==> src/rtl/fis_pkg.sv <==
package fis_pkg;
    localparam int FRAME_BITS = 120;
    localparam int NUM_LANES  = 3;

    typedef struct packed {
        logic adv;   // all lanes shift at the end of this slot
        logic load;  // all lanes reload at the end of this slot
        logic sof;   // this slot carries frame bit 0
    } slot_ctl_t;
endpackage

==> src/rtl/fis_slot_ctr.sv <==
module fis_slot_ctr #(
    parameter int LANES  = 3,
    parameter int LANE_W = 40,
    localparam int SEL_W = $clog2(LANES),
    localparam int POS_W = $clog2(LANE_W)
) (
    input  logic              clk,
    input  logic              rst,
    input  logic              bit_en,
    output logic [SEL_W-1:0]  sel,
    output fis_pkg::slot_ctl_t ctl
);
    logic [POS_W-1:0] pos;

    always_comb begin
        ctl.adv  = bit_en && (sel == SEL_W'(LANES - 1));
        ctl.load = ctl.adv && (pos == POS_W'(LANE_W - 1));
        ctl.sof  = (sel == '0) && (pos == '0);
    end

    always_ff @(posedge clk) begin
        if (rst) begin
            sel <= '0;
            pos <= '0;
        end else if (bit_en) begin
            if (sel == SEL_W'(LANES - 1)) begin
                sel <= '0;
                pos <= (pos == POS_W'(LANE_W - 1)) ? '0 : pos + 1'b1;
            end else begin
                sel <= sel + 1'b1;
            end
        end
    end

    p_sel_range_r3: assert property (@(posedge clk) disable iff (rst)
        sel <= SEL_W'(LANES - 1));
    p_hold_r6: assert property (@(posedge clk) disable iff (rst)
        !bit_en |=> ($stable(sel) && $stable(pos)));
    p_load_wrap_r4: assert property (@(posedge clk) disable iff (rst)
        ctl.load |=> ctl.sof);
endmodule

==> src/rtl/fis_frame_buf.sv <==
module fis_frame_buf #(
    parameter int W = 120
) (
    input  logic         clk,
    input  logic         rst,
    input  logic         offer,
    input  logic [W-1:0] offer_data,
    input  logic         take,
    output logic         held_vld,
    output logic [W-1:0] next_frame
);
    logic [W-1:0] held;

    assign next_frame = held_vld ? held : '0;

    always_ff @(posedge clk) begin
        if (rst) begin
            held     <= '0;
            held_vld <= 1'b0;
        end else begin
            if (offer) begin
                held     <= offer_data;
                held_vld <= 1'b1;
            end else if (take) begin
                held_vld <= 1'b0;
            end
        end
    end

    p_offer_kept_r8: assert property (@(posedge clk) disable iff (rst)
        offer |=> held_vld);
endmodule

==> src/rtl/fis_lane.sv <==
module fis_lane #(
    parameter int W = 40
) (
    input  logic         clk,
    input  logic         rst,
    input  logic         adv,
    input  logic         load,
    input  logic [W-1:0] din,
    output logic         head
);
    logic [W-1:0] q;

    assign head = q[0];

    always_ff @(posedge clk) begin
        if (rst)
            q <= '0;
        else if (load)
            q <= din;
        else if (adv)
            q <= {1'b0, q[W-1:1]};
    end

    p_shift_r2: assert property (@(posedge clk) disable iff (rst)
        (adv && !load) |=> (q[W-2:0] == $past(q[W-1:1])));
endmodule

==> src/rtl/frame_interleave_ser.sv <==
module frame_interleave_ser #(
    parameter int FRAME_W = fis_pkg::FRAME_BITS,
    parameter int LANES   = fis_pkg::NUM_LANES,
    localparam int LANE_W = FRAME_W / LANES,
    localparam int SEL_W  = $clog2(LANES)
) (
    input  logic               clk,
    input  logic               rst,
    input  logic               bit_en,
    input  logic               frame_load,
    input  logic [FRAME_W-1:0] frame_data,
    output logic               ser_out,
    output logic               frame_sof
);
    fis_pkg::slot_ctl_t ctl;
    logic [SEL_W-1:0]   sel;
    logic               held_vld;
    logic [FRAME_W-1:0] next_frame;
    logic [LANES-1:0]   heads;

    fis_slot_ctr #(.LANES(LANES), .LANE_W(LANE_W)) u_ctr (
        .clk(clk), .rst(rst), .bit_en(bit_en), .sel(sel), .ctl(ctl)
    );

    fis_frame_buf #(.W(FRAME_W)) u_buf (
        .clk(clk), .rst(rst), .offer(frame_load), .offer_data(frame_data),
        .take(ctl.load), .held_vld(held_vld), .next_frame(next_frame)
    );

    for (genvar k = 0; k < LANES; k++) begin : g_lane
        logic [LANE_W-1:0] din;
        for (genvar j = 0; j < LANE_W; j++) begin : g_bit
            assign din[j] = next_frame[j*LANES + k];
        end
        fis_lane #(.W(LANE_W)) u_lane (
            .clk(clk), .rst(rst), .adv(ctl.adv), .load(ctl.load),
            .din(din), .head(heads[k])
        );
    end

    always_comb begin
        ser_out = 1'b0;
        for (int k = 0; k < LANES; k++)
            if (sel == SEL_W'(k)) ser_out = heads[k];
    end
    assign frame_sof = ctl.sof;

    p_idle_r7: assert property (@(posedge clk) disable iff (rst)
        (ctl.load && !held_vld && !frame_load) |=> (!ser_out && frame_sof));
    p_out_hold_r6: assert property (@(posedge clk) disable iff (rst)
        !bit_en |=> ($stable(ser_out) && $stable(frame_sof)));
    p_sof_once_r5: assert property (@(posedge clk) disable iff (rst)
        (frame_sof && bit_en) |=> !frame_sof);
endmodule

==> config.mk <==
export PLATFORM = sky130hd
export DESIGN_NAME = frame_interleave_ser
export DESIGN_NICKNAME = d
export VERILOG_FILES = /design/src/rtl/fis_pkg.sv /design/src/rtl/fis_slot_ctr.sv /design/src/rtl/fis_frame_buf.sv /design/src/rtl/fis_lane.sv /design/src/rtl/frame_interleave_ser.sv
export SDC_FILE = /design/constraint.sdc
export NUM_CORES = 1
export LEC_CHECK = 0
export CAP_MARGIN = 40
export CORE_UTILIZATION = 40
export CTS_CLUSTER_DIAMETER = 40
export DETAILED_ROUTE_END_ITERATION = 8
export MAX_ROUTING_LAYER = met4
export PLACE_DENSITY_LB_ADDON = 0.2
export SETUP_SLACK_MARGIN = 0.05
export SYNTH_ARGS = -nofsm -noshare
export SYNTH_HDL_FRONTEND = slang
export SYNTH_HIERARCHICAL = 1
export SYNTH_SLANG_ARGS = --single-unit
==> constraint.sdc <==
create_clock -name clk -period 3.1 [get_ports clk]
set_input_delay 0.31 -clock clk [delete_from_list [all_inputs] [get_ports clk]]
set_output_delay 0.31 -clock clk [all_outputs]
set_load 0.01 [all_outputs]
Word level (Yosys, flattened, before mapping)
Index checks and enable logic that the tools add are counted.

storage, ports and cells
  bits in registers = 249
  bits of input ports = 124
  output and inout port bits = 2
  word-level logic and storage cells = 34

cells by class
  add/sub/neg operators = 2
  eq/ne operators = 3
  multiplexer cells = 14
  reduce and logical (&&, ||, !) cells = 8

operator list
  kind                                                 number
  2-to-1 mux 40 bit                                    6
  2-to-1 mux 120 bit                                   1
  adder 6 x 1 -> 6 bit, second input constant          1
  equality test 6 bit, second input constant           1
  zero test 6 bit                                      1
  2-to-1 mux 6 bit                                     1
  2-to-1 mux 1 bit                                     5
  nonzero test 2 bit                                   2
  logical AND 1 bit                                    3
  adder 2 x 1 -> 2 bit, second input constant          1
  equality test 2 x 1 -> 1 bit, second input constant  1
  equality test 2 bit, second input constant           1
  zero test 2 bit                                      1
  2-to-1 mux 2 bit                                     1
  AND reduction 2 bit                                  1

Depth between registers and ports, before layout
  depth after elaboration = 5
  depth in mapped cells = 8

By module
Netlist, hierarchy kept.

by module, submodules not included
  module                instances  cells an instance  area an instance (um2)  sequential area each (um2)
  fis_lane              3          178                1849.3                  800.8
  fis_frame_buf         1          524                5175.0                  2422.3
  fis_slot_ctr          1          54                 429.2                   160.2
  frame_interleave_ser  1          3                  22.5                    0.0

Worst setup path after synthesis
No wires, ideal clock.

  kind = register to register
  start point = reg u_ctr.pos[0]
  end point = reg g_lane[0].u_lane.q[27]
  arrival time = 2.367 ns
  slack = 0.647 ns
  cell stages (with the launch flop) = 9
  clock period less this slack = 2.453 ns
  path through = dfxtp_1 ha_1 nor2b_1 nand2_1 nor3_1 inv_1 buf_2 buf_2 a211oi_1

RTL lines
  what                    line                RTL
  from (decl)             fis_slot_ctr.sv:13  logic [POS_W-1:0] pos;
  from (signal assigned)  fis_slot_ctr.sv:28  pos <= (pos == POS_W'(LANE_W - 1)) ? '0 : pos + 1'b1;
  to (signal assigned)    fis_lane.sv:19      q <= din;
  to (signal assigned)    fis_lane.sv:21      q <= {1'b0, q[W-1:1]};
  to (decl)               fis_lane.sv:11      logic [W-1:0] q;

Final worst setup path
  start point = reg u_ctr.pos[0]
  end point = out frame_sof

on the way
  word-level cells in the longest chain between the ends = 2

RTL lines
  what               line                        RTL
  zero test 6 bit    fis_slot_ctr.sv:18          ctl.sof = (sel == '0) && (pos == '0);
  logical AND 1 bit  fis_slot_ctr.sv:18
  to (decl)          frame_interleave_ser.sv:13  output logic frame_sof

No other way between the ends.

==> reports/results.ini <==
[floorplan]
die_y_um=169
start_util_pct=41.1
ioPinCount=126
rows=60
die_w_um=169
design.core.area_mm2=0.0272
dieArea_mm2=0.0286

[drt]
drt_iter0_drc=351
wl_um=24000
dr.pass1.iters=5
final_antenna_net_count=0
viasPerCell=4.83
drc=0
post_drt_wl_per_cell_um=15.0
vias=7765

[place]
routabilityCongestion=0.715
dp_slack_ps=538
dpl.cell_count=1535
hpwl_um=14400
io_buffer_count=125

[timing]
timing.final.max_slew_violations=0
rsz0062_at_grt=no
setup_viol=0
clock_skew_ps=18.1
finalWorstSetupSlack_ps=565
setup_tns_ps=0
tightest_slew_ps=832
relSlewSlack_pct=44.5
hold_viol=0
period_share_pct=81.8
layout_min_cycle_time_ps=2540
max_freq_ghz=0.394

[pwr]
total_power_w=0.00825
p_leak_nw=5.35
power_density_mw_per_mm2=597
ir_drop_uv=320

[critical_path]
worstSetupPathType=reg -> out
worstPathArrival_ps=2230
critPathLaunch=u_ctr/pos[0]
r2r-end=g_lane[1].u_lane/q[4]
path_buf_inv=2
startpoint_type=flip-flop
cp_slowest_cell=clkdlybuf4s50_1
path_depth=5
worst-path-max-fanout=5
crit_path_cell_trace=inv_1 -> ha_1 -> or4b_1 -> nor4_2 -> clkdlybuf4s50_1
endpoint_kind=output port
timing.rr.start=u_ctr/pos[0]
reg2regPathDepth=7
cp-endpoint=frame_sof
slowest_delay_ps=570
ff2ff_setup_slack_ps=700
critPathTopFamily=buffers and inverters
critPathRequiredTime_ps=2790

[global_routing]
grt_util_all_layers_pct=17.4
antenna_found_initial=0
grt-ovfl-total=0
first_global_vias=7735
grt_max_degree=112
grt_pass1_wl_um=39600

[synth]
synth_compound_area_share_pct=8.52
yosys.area_share.simple_pct=19.0
ys_seq_area_share_pct=44.6
ys_types=33
synth_seq_cells=249
syn_area_per_cell_um2=10.0
syn-instance-count=1115
synth_xor_area_share_pct=0.157
yosys-mux-area-fraction_pct=21.4
synth_fa_ha_area_share_pct=0.224
yosys_warnings=6
syn_area_mm2=0.0112
synth_top_family_by_area=multiplexers
synthesis.nets=1241

[cells_and_area]
seq_area_mm2=0.00499
diodes=0
n_fill_cell=2576
stdcell_count=1606
multi_input_area_mm2=0.00552
area_growth_pct=23.7
finish.net_count=1330
drive_gt1_share_pct=7.05

[clock_network]
cts_buffer_depth=3
ctsHoldBuffers=0
htree_levels=2
clkLatencyLatePin_ps=510
cts_resized=0
cts_made_buffers=39
root_buffer=clkbuf_16
cts_tree=built
path_clk_slew_ps=50
cts_sinks=249
cts_setup_buffers=0

[min_path]
hold_class=in -> reg

[flow_run]
cap_violations=0

[outcome]
status=complete, no violations

-- cell usage after synthesis (all sizes together) --
library cell / count / area share, %
a211oi: 117 / 7.9
a21oi: 10 / 0.45
and2: 121 / 6.8
and3b: 1 / 0.078
and4b: 1 / 0.090
buf: 38 / 3.8
clkbuf: 55 / 1.9
dfxtp: 249 / 45
ha: 2 / 0.22
inv: 8 / 0.27
mux2i: 239 / 21
nand2: 7 / 0.24
nand2b: 2 / 0.11
nand3: 3 / 0.13
nand3b: 1 / 0.067
nand4b: 1 / 0.078
nor2: 128 / 4.3
nor2b: 118 / 6.6
nor3: 3 / 0.13
nor4: 1 / 0.11
o21ai: 3 / 0.13
o311ai: 1 / 0.078
or3b: 3 / 0.24
or4b: 1 / 0.090
xnor2: 1 / 0.078
xor2: 1 / 0.078
-- stage by stage --
step           area [µm²]  hold slack, ps  utilization (%)
2_1_floorplan       11200             452                -
3_3_place_gp        12500             465             45.9
3_5_place_dp        12500             474             46.0
4_1_cts             13800             276             50.9
5_1_grt             13800             322             50.9
6_report            13800             304             50.9
-- cell families (layout without fill, tap and decap cells) --
logic type	Yosys count	count (layout)
xor gates and xnor gates	2	2
muxes	239	239
AOI/OAI and AO/OA	131	131
DFF	249	249
and+or+nand+nor	391	391
adders and majority gates	2	2
buffers and inverters	101	220
-- area by class of cell --
type / instances / share of cell area (%)
flip-flops and latches: 249 / 36.1
clock inverters: 17 / 1.58
clock buffers: 54 / 8.05
multi-input cells: 765 / 40.0
well taps: 372 / 3.37
inverters: 8 / 0.217
repair buffers: 141 / 10.7
-- state kept, by name (all words and copies together) (netlist names) --
register and flops:
g_lane.u_lane/q 120, u_buf/held 120, u_buf/held_vld 1, u_ctr/pos 6
u_ctr/sel 2
-- cell usage in the layout, fill, tap and decap left out, drive strengths merged, types with 4 or more instances in the layout --
cell type      count
nor2             128
a21oi             10
and2             121
inv               10
clkdlybuf4s50    123
clkinv             8
nand2              7
dfxtp            249
nor2b            118
clkbuf            55
bufinv             4
buf               17
mux2i            239
a211oi           117
-- worst min-delay path by stage --
| stage | from | endpoint | slack (ps) | cells past startpoint |
|---|---|---|---|---|
| after floorplan | u_buf/held[0] | u_buf/held[0] | 450 | 2 |
| after global placement | u_buf/held[92] | u_buf/held[92] | 470 | 2 |
| after detailed placement | u_buf/held[26] | u_buf/held[26] | 470 | 2 |
| after CTS | frame_load | u_buf/held_vld | 280 | 3 |
| after global routing | frame_load | u_buf/held_vld | 320 | 3 |
| final | frame_load | u_buf/held_vld | 300 | 3 |
-- worst reg2reg max path: cells and delay by family (launching register included) --
kind / cells / cell delay [ps]
buf+inv: 2 / 720
simple gates: 3 / 610
flops: 1 / 390
compound gates: 1 / 360
fa+ha+maj: 1 / 210
-- power by group --
part | switching [W] | leakage (nW) | internal (W)
sequential | 0.0000633 | 2.03 | 0.00330
combinational | 0.000221 | 2.68 | 0.000291
clock | 0.00152 | 0.646 | 0.00285
-- per-layer routing --
| metal | track usage [%] | vias to the layer above | routed length [µm] |
|---|---|---|---|
| li1 | - | 4017 | - |
| met1 | 23.9 | 3584 | 12600 |
| met2 | 26.3 | 123 | 10200 |
| met3 | 2.94 | 41 | 816 |
| met4 | 5.09 | 0 | 444 |
| met5 | - | - | 0 |
Power figures use the tool's default switching activity.
